## src/rtl/twire_pkg.sv

```systemverilog
package twire_pkg;
  localparam int BYTE_W = 8;

  typedef enum logic [2:0] {
    ST_IDLE, ST_RX, ST_RXEND, ST_ACK, ST_TX, ST_RACK, ST_RACKED, ST_SKIP
  } twState_e;

  typedef enum logic [1:0] {K_DEV, K_WORD, K_DATA} rxKind_e;

  // strobes from control to datapath, valid for one clock
  typedef struct packed {
    logic              loadPtr;
    logic              incPtr;
    logic              wrEn;
    logic [BYTE_W-1:0] data;
  } dpCmd_t;
endpackage

```

## src/rtl/twire_sync.sv

```systemverilog
module twire_sync #(
  parameter int   STAGES  = 2,
  parameter logic RST_VAL = 1'b1
) (
  input  logic clk,
  input  logic rstN,
  input  logic d,
  output logic q
);
  logic [STAGES-1:0] chain;

  always_ff @(posedge clk) begin
    if (!rstN) chain <= {STAGES{RST_VAL}};
    else       chain <= {chain[STAGES-2:0], d};
  end

  assign q = chain[STAGES-1];
endmodule

```

## src/rtl/twire_ctrl.sv

```systemverilog
module twire_ctrl
  import twire_pkg::*;
#(
  parameter logic [6:0] DEV_ADDR    = 7'b1101000,
  parameter int         SYNC_STAGES = 2
) (
  input  logic              clk,
  input  logic              rstN,
  input  logic              sclIn,
  input  logic              sdaIn,
  input  logic [BYTE_W-1:0] memRdata,
  output dpCmd_t            cmd,
  output logic              sdaOe
);
  localparam int CNT_W = $clog2(BYTE_W);
  localparam logic [CNT_W-1:0] LAST_BIT = CNT_W'(BYTE_W - 1);

  logic sclS, sdaS, sclPrev, sdaPrev;
  logic busStart, busStop, sclRise, sclFall;
  twState_e state;
  rxKind_e  kind;
  logic [CNT_W-1:0]  bitCnt;
  logic [BYTE_W-1:0] rxSh, txSh;
  logic rdMode;

  twire_sync #(.STAGES(SYNC_STAGES), .RST_VAL(1'b1)) uSclSync (
    .clk(clk), .rstN(rstN), .d(sclIn), .q(sclS));
  twire_sync #(.STAGES(SYNC_STAGES), .RST_VAL(1'b1)) uSdaSync (
    .clk(clk), .rstN(rstN), .d(sdaIn), .q(sdaS));

  always_ff @(posedge clk) begin
    if (!rstN) begin
      sclPrev <= 1'b1;
      sdaPrev <= 1'b1;
    end else begin
      sclPrev <= sclS;
      sdaPrev <= sdaS;
    end
  end

  assign busStart = sclS && sclPrev && sdaPrev && !sdaS;
  assign busStop  = sclS && sclPrev && !sdaPrev && sdaS;
  assign sclRise  = sclS && !sclPrev;
  assign sclFall  = !sclS && sclPrev;

  always_ff @(posedge clk) begin
    if (!rstN) begin
      state  <= ST_IDLE;
      kind   <= K_DEV;
      bitCnt <= '0;
      rxSh   <= '0;
      txSh   <= '0;
      rdMode <= 1'b0;
      sdaOe  <= 1'b0;
      cmd    <= '0;
    end else begin
      cmd <= '0;
      if (busStart) begin
        state  <= ST_RX;
        kind   <= K_DEV;
        bitCnt <= '0;
        sdaOe  <= 1'b0;
      end else if (busStop) begin
        state <= ST_IDLE;
        sdaOe <= 1'b0;
      end else begin
        case (state)
          ST_RX: if (sclRise) begin
            rxSh   <= {rxSh[BYTE_W-2:0], sdaS};
            bitCnt <= bitCnt + 1'b1;
            if (bitCnt == LAST_BIT) state <= ST_RXEND;
          end
          ST_RXEND: if (sclFall) begin
            case (kind)
              K_DEV: begin
                if (rxSh[7:1] == DEV_ADDR) begin
                  rdMode <= rxSh[0];
                  sdaOe  <= 1'b1;
                  state  <= ST_ACK;
                end else begin
                  state <= ST_SKIP;
                end
              end
              K_WORD: begin
                cmd.loadPtr <= 1'b1;
                cmd.data    <= rxSh;
                sdaOe       <= 1'b1;
                state       <= ST_ACK;
              end
              default: begin
                cmd.wrEn <= 1'b1;
                cmd.data <= rxSh;
                sdaOe    <= 1'b1;
                state    <= ST_ACK;
              end
            endcase
          end
          ST_ACK: if (sclFall) begin
            bitCnt <= '0;
            if (kind == K_DEV && rdMode) begin
              txSh  <= memRdata;
              sdaOe <= !memRdata[BYTE_W-1];
              state <= ST_TX;
            end else begin
              sdaOe <= 1'b0;
              state <= ST_RX;
              if (kind == K_DEV) kind <= K_WORD;
              else begin
                if (kind == K_DATA) cmd.incPtr <= 1'b1;
                kind <= K_DATA;
              end
            end
          end
          ST_TX: if (sclFall) begin
            if (bitCnt == LAST_BIT) begin
              sdaOe <= 1'b0;
              state <= ST_RACK;
            end else begin
              txSh   <= {txSh[BYTE_W-2:0], 1'b0};
              sdaOe  <= !txSh[BYTE_W-2];
              bitCnt <= bitCnt + 1'b1;
            end
          end
          ST_RACK: if (sclRise) begin
            if (sdaS) state <= ST_SKIP;
            else begin
              cmd.incPtr <= 1'b1;
              state      <= ST_RACKED;
            end
          end
          ST_RACKED: if (sclFall) begin
            txSh   <= memRdata;
            sdaOe  <= !memRdata[BYTE_W-1];
            bitCnt <= '0;
            state  <= ST_TX;
          end
          default: ;
        endcase
      end
    end
  end

  // enable moves only with SCL low, except forced release on START/STOP
  p_oe_scl_low_r10: assert property (@(posedge clk) disable iff (!rstN)
    !$stable(sdaOe) |-> (!sclS || $past(busStart || busStop)));

  // while ignoring the bus nothing is driven or strobed
  p_skip_quiet_r3: assert property (@(posedge clk) disable iff (!rstN)
    (state == ST_SKIP) |-> (!sdaOe && !cmd.wrEn && !cmd.loadPtr && !cmd.incPtr));

  // acknowledge slot always holds SDA low
  p_ack_drive_r2: assert property (@(posedge clk) disable iff (!rstN)
    (state == ST_ACK) |-> sdaOe);

  // master NACK releases the line and stops transmission
  p_nack_release_r8: assert property (@(posedge clk) disable iff (!rstN)
    (state == ST_RACK && sclRise && sdaS && !busStart && !busStop)
      |=> (state == ST_SKIP && !sdaOe && !cmd.incPtr));
endmodule

```

## src/rtl/twire_dp.sv

```systemverilog
module twire_dp
  import twire_pkg::*;
#(
  parameter int ADDR_W = 6
) (
  input  logic              clk,
  input  logic              rstN,
  input  dpCmd_t            cmd,
  output logic [ADDR_W-1:0] memAddr,
  output logic [BYTE_W-1:0] memWdata,
  output logic              memWe
);
  logic [ADDR_W-1:0] ptr;

  always_ff @(posedge clk) begin
    if (!rstN)            ptr <= '0;
    else if (cmd.loadPtr) ptr <= cmd.data[ADDR_W-1:0];
    else if (cmd.incPtr)  ptr <= ptr + 1'b1;
  end

  assign memAddr  = ptr;
  assign memWdata = cmd.data;
  assign memWe    = cmd.wrEn;

  // strobes from control never overlap
  p_one_strobe_r5: assert property (@(posedge clk) disable iff (!rstN)
    $countones({cmd.loadPtr, cmd.incPtr, cmd.wrEn}) <= 1);

  // pointer holds unless loaded or stepped
  p_ptr_hold_r9: assert property (@(posedge clk) disable iff (!rstN)
    (!cmd.loadPtr && !cmd.incPtr) |=> $stable(ptr));

  // stepping from the top address wraps to zero
  p_ptr_wrap_r7: assert property (@(posedge clk) disable iff (!rstN)
    (cmd.incPtr && ptr == '1) |=> (ptr == '0));
endmodule

```

## src/rtl/twire_ptr_slave.sv

```systemverilog
module twire_ptr_slave
  import twire_pkg::*;
#(
  parameter logic [6:0] DEV_ADDR    = 7'b1101000,
  parameter int         ADDR_W      = 6,
  parameter int         SYNC_STAGES = 2
) (
  input  logic              clk,
  input  logic              rstN,
  input  logic              sclIn,
  input  logic              sdaIn,
  output logic              sdaOe,
  output logic [ADDR_W-1:0] memAddr,
  output logic [BYTE_W-1:0] memWdata,
  output logic              memWe,
  input  logic [BYTE_W-1:0] memRdata
);
  dpCmd_t cmd;

  twire_ctrl #(.DEV_ADDR(DEV_ADDR), .SYNC_STAGES(SYNC_STAGES)) uCtrl (
    .clk(clk), .rstN(rstN), .sclIn(sclIn), .sdaIn(sdaIn),
    .memRdata(memRdata), .cmd(cmd), .sdaOe(sdaOe));

  twire_dp #(.ADDR_W(ADDR_W)) uDp (
    .clk(clk), .rstN(rstN), .cmd(cmd),
    .memAddr(memAddr), .memWdata(memWdata), .memWe(memWe));
endmodule

```

## config.mk

```make
export PLATFORM = sky130hd
export DESIGN_NAME = twire_ptr_slave
export DESIGN_NICKNAME = d
export VERILOG_FILES = /design/src/rtl/twire_pkg.sv /design/src/rtl/twire_sync.sv /design/src/rtl/twire_ctrl.sv /design/src/rtl/twire_dp.sv /design/src/rtl/twire_ptr_slave.sv
export SDC_FILE = /design/constraint.sdc
export NUM_CORES = 1
export LEC_CHECK = 0
export ABC_AREA = 1
export BUFFER_PORTS_ARGS = -buffer_cell sky130_fd_sc_hd__buf_2
export CORE_MARGIN = 1.5
export CORE_UTILIZATION = 40
export DETAILED_ROUTE_END_ITERATION = 10
export GPL_TIMING_DRIVEN = 0
export PLACE_DENSITY = 0.57
export SETUP_SLACK_MARGIN = 0.3
export SLEW_MARGIN = 20
export SYNTH_ARGS = -nofsm -noshare
export SYNTH_HDL_FRONTEND = slang
export SYNTH_SLANG_ARGS = --single-unit
```

## constraint.sdc

```tcl
create_clock -name clk -period 3.5 [get_ports clk]
set_input_delay 0.35 -clock clk [delete_from_list [all_inputs] [get_ports clk]]
set_output_delay 0.35 -clock clk [all_outputs]
set_load 0.01 [all_outputs]
```

==> results of run 1 <==
cell usage after synthesis, types with 2 or more instances:
cell	number	area share
nand2_1	65	0.11
dfxtp_1	48	0.43
nor2_1	45	0.075
inv_1	35	0.058
o21ai_0	19	0.042
a21oi_1	17	0.038
nand3_1	10	0.022
buf_4	9	0.030
o21ai_1	5	0.011
ha_1	4	0.022
nand2_2	4	0.011
nand2_4	4	0.020
nor2_2	4	0.011
or2_2	4	0.011
inv_2	3	0.0050
nand4_1	3	0.0083
a211oi_1	2	0.0067
a21oi_2	2	0.0078
buf_2	2	0.0044
inv_4	2	0.0055
nor3_1	2	0.0044
o21bai_1	2	0.0067
xnor2_1	2	0.0078
cell type report:
class,count,area share
Multi-Input combinational cell,206,0.411
Sequential cell,48,0.374
Inverter,40,0.0603
Timing Repair Buffer,27,0.0525
Tap cell,72,0.0350
Clock buffer,6,0.0321
Buffer,12,0.0316
Clock inverter,1,0.00340
kinds of logic after synthesis:
family | Yosys count
DFF | 48
and+or+nand+nor | 147
AOI/OAI and AO/OA | 52
buffers and inverters | 52
adders and majority gates | 4
xor gates and xnor gates | 3
registers in the layout, indices dropped and copies added (netlist names):
name and cells:
uCtrl.bitCnt 3, uCtrl.cmd 11, uCtrl.kind 2, uCtrl.rdMode 1, uCtrl.rxSh 8, uCtrl.sclPrev 1
uCtrl.sdaOe 1, uCtrl.sdaPrev 1, uCtrl.state 3, uCtrl.txSh 7, uCtrl.uSclSync.chain 2, uCtrl.uSdaSync.chain 2
uDp.memAddr 6
power by group:
group	internal, W	total, W	switching (W)
clock network	0.000158	0.000339	0.000181
logic	0.0000946	0.000272	0.000177
registers	0.000571	0.000589	0.0000174
through the flow:
| stage | hold WS (ns) | power [W] | worst slack (ns) | util |
|---|---|---|---|---|
| after global placement | 0.403 | 0.000874 | 2.02 | 0.453 |
| after global routing | 0.229 | 0.00128 | 1.81 | 0.470 |
| after CTS | 0.232 | 0.00122 | 1.99 | 0.470 |
| after floorplan | 0.393 | 0.000814 | 2.16 | - |
| after detailed placement | 0.399 | 0.000873 | 2.00 | 0.453 |
| final | 0.237 | 0.00120 | 1.99 | 0.470 |
critical path: stages, from the launching register on:
cell     delay (ns)
dfxtp_1        0.32
ha_1           0.19
ha_1           0.22
inv_1          0.09
nand4_1        0.14
nand2_1        0.16
nor2_2         0.07
o21ai_0        0.15
nor2_1         0.05
routing by layer:
metal,up-vias,wire [um]
met4,0,94
met3,9,184
met2,39,2090
met1,860,2170
li1,1031,-
met5,-,0
worst paths after layout:
check                                                         from                            endpoint  cells after the start
worst max-delay path                  uCtrl.bitCnt[0]$_SDFFE_PP0P_         uCtrl.state[2]$_SDFFE_PP0P_                      8
worst min-delay path                                         sdaIn  uCtrl.uSdaSync.chain[0]$_SDFF_PN1_                      2
worst max register to register        uCtrl.bitCnt[0]$_SDFFE_PP0P_         uCtrl.state[2]$_SDFFE_PP0P_                      8
worst min register to register  uCtrl.uSdaSync.chain[0]$_SDFF_PN1_  uCtrl.uSdaSync.chain[1]$_SDFF_PN1_                      1
==> flow_summary.ini, run 1 <==
[sta]
finalHoldViolCount = 0
min_period_over_period = 0.430
rsz0062_at_grt = no
fmax_mhz = 664
slew_violations = 0
fin_skew_ns = 0.00408
setup_viol_count_final = 0
worstMarginPinSlew_ns = 0.395
max_slew_headroom = 0.737
layout_min_cycle_time_ns = 1.51
fin_tns_setup_ns = 0

[cells_and_area]
post-route-cell-area_um2 = 2570
synthToLayoutAreaGrowth_pct = 14.0
drive_above_1_share = 0.218
most_frequent_standard_cell_in_the_layout_excluding_fill_and_tap_cells = nand2_1
n_fill_cell = 593
final_nets = 356
multi_input_comb_area_um2 = 1060
layout.cells.most_common_list = nand2_1, dfxtp_1, nor2_1
final_cell_count_no_fill = 412
seq_area_um2 = 961
antenna-diode-count = 0

[synthesis]
synth_edf_count = 0
synth-warning-count = 0
fraction_of_synthesized_area_in_multiplexers = 0
synth-seq-cells = 48
synthesis.nets = 322
syn-instance-count = 306
synth-compound-area-share = 0.128
yosys.cell_types.count = 36
mean_syn_cell_area_um2 = 7.37
syn-cell-area_um2 = 2260
yosysSeqAreaShare = 0.426
synth-simple-area-share = 0.307
top_reg_cell_synth = dfxtp_1
postSynth.asyncResetShare = 0
synth_adder_area_share = 0.0222
largest_family_of_logic_cells_by_synthesized_area = simple AND/OR/NAND/NOR gates
parity_gate_share_of_the_synthesized_area_counting_xor_and_xnor_cells = 0.0116

[placement]
io_buffers = 27
post_dp_cell_area_um2 = 2480
globalplace.congestion = 0.899
numPlacedInstances = 405
detailed_place_hpwl_mm = 3.48

[flow_run]
max-cap-violations = 0

[routing]
drt_first_iter_violations = 129
post-route-drc-count = 0
drt-vias-per-instance = 4.71
wirelength_mm = 4.54
firstDrtPassIters = 4
drt.antenna.violating_nets = 0
num_vias = 1939
drt-wirelength-per-cell_um = 11.0

[die]
floorplan.rows = 27
number_of_top_level_pins = 28
floorplan.die.height_um = 78.1
design.core.area_um2 = 5470
die-width_um = 78.1
initial_core_util = 0.412
die_area_um2 = 6100

[clock_network]
cts_hold_repair.buffers = 0
tritoncts.num_buffers = 5
h-tree-depth = 2
clk_pin_slew_ns = 0.09
cts-root-buf = clkbuf_8
count_of_cells_resized_by_post_cts_repair = 0
worstSkewPairLatency_ns = 0.30
tritoncts_clock_tree = yes
cts.repair_timing.setup_buffer_count = 0
cts.sinks = 48
clock_path_buffers = 2

[setup_path]
crit_path_end_kind = flop
path_class = reg2reg
rrSetupSlack_ns = 1.99
cp_data_required_time_ns = 3.70
arrival_ns = 1.71
timing.critical_path.fanout_max = 3
critical_path.startpoint_type = flop

[run_status]
run_status = complete, no violations

[global_route]
grt_max_degree = 15
globalRoute.busiestLayer = met2
grt_use_met3 = 0.0349
first_global_vias = 1819
groute.layer.met1.usage = 0.208
antenna_found_initial = 0
grt_pass1_wl_mm = 8.04
global_route.usage.total = 0.167
met2_routing_resource_usage_after_global_routing = 0.276
grt-ovfl-total = 0

[worst_hold_path]
hold_path.class = in2reg

[pwr]
power.ir.vdd_worst_mv = 0.246
p_per_area_nw_per_um2 = 466
power.leakage_nw = 1.20
(Power assumes the default switching activity.)
==> inputs of run 2 (changes only) <==
--- a/config.mk
+++ b/config.mk
@@ -11,7 +11,7 @@
 export CORE_UTILIZATION = 40
 export DETAILED_ROUTE_END_ITERATION = 10
 export GPL_TIMING_DRIVEN = 0
-export PLACE_DENSITY = 0.57
+export PLACE_DENSITY = 0.59
 export SETUP_SLACK_MARGIN = 0.3
 export SLEW_MARGIN = 20
 export SYNTH_ARGS = -nofsm -noshare
==> constraint.sdc (replaced) <==
create_clock -name clk -period 1.3 [get_ports clk]
set_input_delay 0.13 -clock clk [delete_from_list [all_inputs] [get_ports clk]]
set_output_delay 0.13 -clock clk [all_outputs]
set_load 0.01 [all_outputs]
==> flow_summary.ini, run 2 (synthesized netlist as in run 1, its figures left out) <==
[cells_and_area]
synthToLayoutAreaGrowth_pct = 44.6
final_cell_count_no_fill = 427
drive_above_1_share = 0.513
final_nets = 370
top_regs = uCtrl.cmd: 11 flops, uCtrl.rxSh: 8 flops, uCtrl.txSh: 7 flops
largest_register_ffs = 11
antenna-diode-count = 0
most_frequent_standard_cell_in_the_layout_excluding_fill_and_tap_cells = nand2_1
layout.cells.most_common_list = nand2_1, inv_1, dfxtp_1
top_register = uCtrl.cmd

[sta]
worstMarginPinSlew_ns = 0.555
layout_min_cycle_time_ns = 1.34
max_slew_headroom = 0.630
fmax_mhz = 744
fin_skew_ns = 0.00321
rsz0062_at_grt = yes
min_period_over_period = 1.03
finalHoldViolCount = 0
final_critical_path_setup_slack_ns = -0.0434
setup_viol_count_final = 8
slew_violations = 0

[setup_path]
crit_buf_inv = 3
critical_path.startpoint_type = flop
cp_data_required_time_ns = 1.50
critical_path_depth = 9
cp_slowest_cell = dfxtp_4
rr_endpoint = uCtrl.txSh[4]$_SDFFE_PN0P_
startpoint = uCtrl.state[2]$_SDFFE_PP0P_
worstReg2RegStart = uCtrl.state[2]$_SDFFE_PP0P_
timing.critical_path.max_delay_family = simple AND/OR/NAND/NOR gates
cp-endpoint = uCtrl.txSh[4]$_SDFFE_PN0P_
reg2regPathDepth = 9
path_class = reg2reg
timing.critical_path.fanout_max = 8
arrival_ns = 1.54
crit_path_end_kind = flop
worst_path_largest_cell_delay_ns = 0.37
rrSetupSlack_ns = -0.04
cp_cell_sequence = buf_12 -> nand3_4 -> inv_6 -> nand2_4 -> nand2_4 -> nor2_8 -> inv_6 -> nor2_4 -> nor2_1

[worst_hold_path]
hold_path.class = in2reg
min-delay-start = sclIn

[routing]
wirelength_mm = 5.29
drt-vias-per-instance = 4.78
drt_first_iter_violations = 82
drt-wirelength-per-cell_um = 12.4
post-route-drc-count = 0
firstDrtPassIters = 4
drt.antenna.violating_nets = 0
num_vias = 2043

[clock_network]
cts.sinks = 48
h-tree-depth = 2
clock_path_buffers = 2
clk_pin_slew_ns = 0.09
cts-root-buf = clkbuf_8
tritoncts.num_buffers = 5
tritoncts_clock_tree = yes
worstSkewPairLatency_ns = 0.30

[die]
floorplan.die.height_um = 78.1
die-width_um = 78.1
die_area_um2 = 6100
number_of_top_level_pins = 28
design.core.area_um2 = 5470
floorplan.rows = 27
initial_core_util = 0.412

[run_status]
run_status = finished, violations left
violations = negative setup slack

[placement]
detailed_place_hpwl_mm = 3.54
io_buffers = 27
globalplace.congestion = 0.884
numPlacedInstances = 405

[global_route]
global_route.usage.total = 0.179
grt_max_degree = 16
grt-ovfl-total = 0
grt_pass1_wl_mm = 8.58
first_global_vias = 1862
antenna_found_initial = 0

[pwr]
p_per_area_nw_per_um2 = 1140
comb_power_share = 0.309
power.ir.vdd_worst_mv = 0.576
internal-power_w = 0.00249
power.leakage_nw = 1.38
power.switching_w = 0.00124
post-layout-total-power_w = 0.00373
seqPwrFrac = 0.436
clockPowerShare = 0.255
power.switching_fraction = 0.333

[flow_run]
max-cap-violations = 0
[run 2: changes by cell type in the layout (fill, tap and decap cells not counted), moves of 12 or more]
cell | previous run | this run
buf_6 | 0 | 20
dfxtp_1 | 48 | 25
dfxtp_2 | 0 | 16
nand2_1 | 65 | 50
nor2_1 | 45 | 23
nor2_4 | 1 | 13
[run 2: final cells by class]
class	count	area, um2
plain buffers	12	126
clock buffers	6	82.6
clock inverters	2	13.8
fillers	493	2210
inverters	40	175
multi-input cells	206	1430
flip-flops and latches	48	1010
well taps	72	90.1
repair buffers	41	343
[run 2: routing by layer]
metal	wire length, um	up-vias	GRT usage
li1	-	1063	-
met1	2440	936	0.223
met2	2580	38	0.303
met3	197	6	0.0372
met4	77	0	0.0679
met5	0	-	0
[run 2: repair_timing]
action                                 in CTS  in global routing
pin swaps                                  21                 20
gates cloned                                2                  0
endpoints found under the hold margin       1                  0
gates resized for setup                    62                 70
setup endpoints to repair                  44                 53
hold buffers                                1                  0
buffers inserted                            7                  4
[run 2: worst min path at each step]
| stage | slack (ns) | end | depth (start not counted) |
|---|---|---|---|
| 2_1_floorplan | 0.24 | uCtrl.uSclSync.chain[0]$_SDFF_PN1_ | 1 |
| 6_report | 0.01 | uCtrl.uSclSync.chain[0]$_SDFF_PN1_ | 2 |
| 3_3_place_gp | 0.32 | uCtrl.uSdaSync.chain[0]$_SDFF_PN1_ | 2 |
| 3_5_place_dp | 0.32 | uCtrl.uSdaSync.chain[0]$_SDFF_PN1_ | 2 |
| 4_1_cts | 0.002 | uCtrl.uSclSync.chain[0]$_SDFF_PN1_ | 2 |
| 5_1_grt | 0.008 | uCtrl.uSclSync.chain[0]$_SDFF_PN1_ | 2 |
[run 2: power groups by stage]
stage	sequential, W	combinational, W	clock, W
3_3_place_gp	0.00165	0.000822	0
3_5_place_dp	0.00165	0.000825	0
5_1_grt	0.00164	0.00127	0.00104
4_1_cts	0.00163	0.00101	0.000988
6_report	0.00163	0.00115	0.000950
2_1_floorplan	0.00165	0.000666	0
[run 2: per-stage QoR]
| stage | TNS, ns | area (um2) | utilization | hold WS [ns] | setup WS, ns |
|---|---|---|---|---|---|
| 2_1_floorplan | 0 | 2370 | - | 0.237 | 0.0485 |
| 3_3_place_gp | -0.619 | 2600 | 0.475 | 0.321 | -0.0828 |
| 3_5_place_dp | -0.650 | 2600 | 0.475 | 0.318 | -0.0811 |
| 4_1_cts | -0.208 | 3000 | 0.549 | 0.00188 | -0.0328 |
| 5_1_grt | -1.61 | 3260 | 0.596 | 0.00804 | -0.0913 |
| 6_report | -0.220 | 3260 | 0.596 | 0.0130 | -0.0434 |
==> inputs of run 3 (changes only) <==
--- a/config.mk
+++ b/config.mk
@@ -13,7 +13,7 @@
 export GPL_TIMING_DRIVEN = 0
 export PLACE_DENSITY = 0.59
 export SETUP_SLACK_MARGIN = 0.3
-export SLEW_MARGIN = 20
+export SKIP_CTS_REPAIR_TIMING = 1
 export SYNTH_ARGS = -nofsm -noshare
 export SYNTH_HDL_FRONTEND = slang
 export SYNTH_SLANG_ARGS = --single-unit
==> flow_summary.ini, run 3 (synthesized netlist as in run 1, its figures left out) <==
[placement]
globalplace.congestion = 0.884
post_dp_cell_area_um2 = 2600
io_buffers = 27
detailed_place_hpwl_mm = 3.54

[die]
floorplan.rows = 27
floorplan.die.height_um = 78.1
number_of_top_level_pins = 28
die-width_um = 78.1
design.core.area_um2 = 5470
die_area_um2 = 6100
initial_core_util = 0.412

[cells_and_area]
antenna-diode-count = 0
seq_area_um2 = 1010
n_fill_cell = 512
post-route-cell-area_um2 = 3150
multi_input_comb_area_um2 = 1350
layout.cells.most_common_list = nand2_1, nor2_1, inv_1
largest_register_ffs = 11
synthToLayoutAreaGrowth_pct = 39.8
most_frequent_standard_cell_in_the_layout_excluding_fill_and_tap_cells = nand2_1
final_nets = 367
top_register = uCtrl.cmd
drive_above_1_share = 0.469
top_regs = uCtrl.cmd: 11 flops, uCtrl.rxSh: 8 flops, uCtrl.txSh: 7 flops

[setup_path]
timing.critical_path.fanout_max = 3
cp_data_required_time_ns = 1.49
cp_cell_sequence = ha_4 -> ha_4 -> inv_2 -> nand4_1 -> nand2_2 -> o21bai_1 -> nand2_1 -> nor2_1 -> nor2_1
startpoint = uCtrl.bitCnt[0]$_SDFFE_PP0P_
crit_path_end_kind = flop
critical_path.startpoint_type = flop
rrSetupSlack_ns = -0.07
arrival_ns = 1.55
worst_path_largest_cell_delay_ns = 0.36
worstReg2RegStart = uCtrl.bitCnt[0]$_SDFFE_PP0P_
reg2regPathDepth = 9
crit_buf_inv = 1
rr_endpoint = uCtrl.state[0]$_SDFFE_PN0P_
path_class = reg2reg
timing.critical_path.max_delay_family = simple AND/OR/NAND/NOR gates
cp_slowest_cell = dfxtp_2

[sta]
slew_violations = 0
fmax_mhz = 732
rsz0062_at_grt = yes
fin_skew_ns = 0.00222
setup_viol_count_final = 11
max_slew_headroom = 0.673
final_critical_path_setup_slack_ns = -0.0657
worstMarginPinSlew_ns = 0.490
layout_min_cycle_time_ns = 1.37
finalHoldViolCount = 0
min_period_over_period = 1.05

[global_route]
grt_max_degree = 16
grt_pass1_wl_mm = 7.91
first_global_vias = 1745
global_route.usage.total = 0.165
antenna_found_initial = 0
grt-ovfl-total = 0

[clock_network]
clk_pin_slew_ns = 0.09
tritoncts_clock_tree = yes
clock_path_buffers = 2
worstSkewPairLatency_ns = 0.30
tritoncts.num_buffers = 5
cts.sinks = 48
cts-root-buf = clkbuf_8
h-tree-depth = 2

[flow_run]
max-cap-violations = 0

[pwr]
p_per_area_nw_per_um2 = 1120
post-layout-total-power_w = 0.00355
power.ir.vdd_worst_mv = 0.583
power.leakage_nw = 1.34

[routing]
drt_first_iter_violations = 77
firstDrtPassIters = 4
num_vias = 2044
wirelength_mm = 5.11
drt-vias-per-instance = 4.82
drt-wirelength-per-cell_um = 12.0
post-route-drc-count = 0
drt.antenna.violating_nets = 0

[worst_hold_path]
min-delay-start = sclIn
worst_hold_path_ep = uCtrl.uSclSync.chain[0]$_SDFF_PN1_
holdPathStages = 2
hold_path.class = in2reg

[run_status]
violations = negative setup slack
run_status = finished, violations left
## run 3: layout make-up
| cell class | count | share of cell area |
|---|---|---|
| Buffer | 12 | 0.0413 |
| Clock buffer | 6 | 0.0262 |
| Multi-Input combinational cell | 206 | 0.429 |
| Sequential cell | 48 | 0.320 |
| Clock inverter | 2 | 0.00437 |
| Tap cell | 72 | 0.0286 |
| Inverter | 40 | 0.0532 |
| Timing Repair Buffer | 38 | 0.0980 |
## run 3: where the power goes
part | internal (W) | total [W] | switching [W]
clock network | 0.000436 | 0.000957 | 0.000521
registers | 0.00154 | 0.00161 | 0.0000703
logic | 0.000388 | 0.000977 | 0.000588
## run 3: worst max path at each step
stage | to | depth (start not counted)
final | uCtrl.state[0]$_SDFFE_PN0P_ | 9
after global routing | uCtrl.txSh[4]$_SDFFE_PN0P_ | 8
after CTS | uCtrl.txSh[6]$_SDFFE_PN0P_ | 9
after detailed placement | uCtrl.txSh[6]$_SDFFE_PN0P_ | 9
after global placement | uCtrl.txSh[5]$_SDFFE_PN0P_ | 9
after floorplan | uCtrl.state[0]$_SDFFE_PN0P_ | 9
## run 3: per-stage QoR
stage / utilization / TNS (ns) / hold WS [ns] / worst slack, ns / std cells
5_1_grt: 0.576 / -1.53 / 0.00819 / -0.127 / 424
3_3_place_gp: 0.475 / -0.619 / 0.321 / -0.0828 / 405
2_1_floorplan: - / 0 / 0.237 / 0.0485 / 306
4_1_cts: 0.493 / -0.890 / -0.00346 / -0.0948 / 413
3_5_place_dp: 0.475 / -0.650 / 0.318 / -0.0811 / 405
6_report: 0.576 / -0.380 / 0.00963 / -0.0657 / 424
## run 3: routing by layer
| layer | wire length (um) | part of all wire | vias up | track usage |
|---|---|---|---|---|
| li1 | - | - | 1052 | - |
| met1 | 2330 | 0.46 | 949 | 0.209 |
| met2 | 2490 | 0.49 | 35 | 0.269 |
| met3 | 187 | 0.037 | 8 | 0.0372 |
| met4 | 94 | 0.018 | 0 | 0.0696 |
| met5 | 0 | 0 | - | 0 |
## run 3: worst register-to-register path, cell delays in order (launching register included)
cell and delay, ns:
dfxtp_2 0.36, ha_4 0.14, ha_4 0.15, inv_2 0.04, nand4_1 0.14, nand2_2 0.09
o21bai_1 0.15, nand2_1 0.06, nor2_1 0.08, nor2_1 0.04
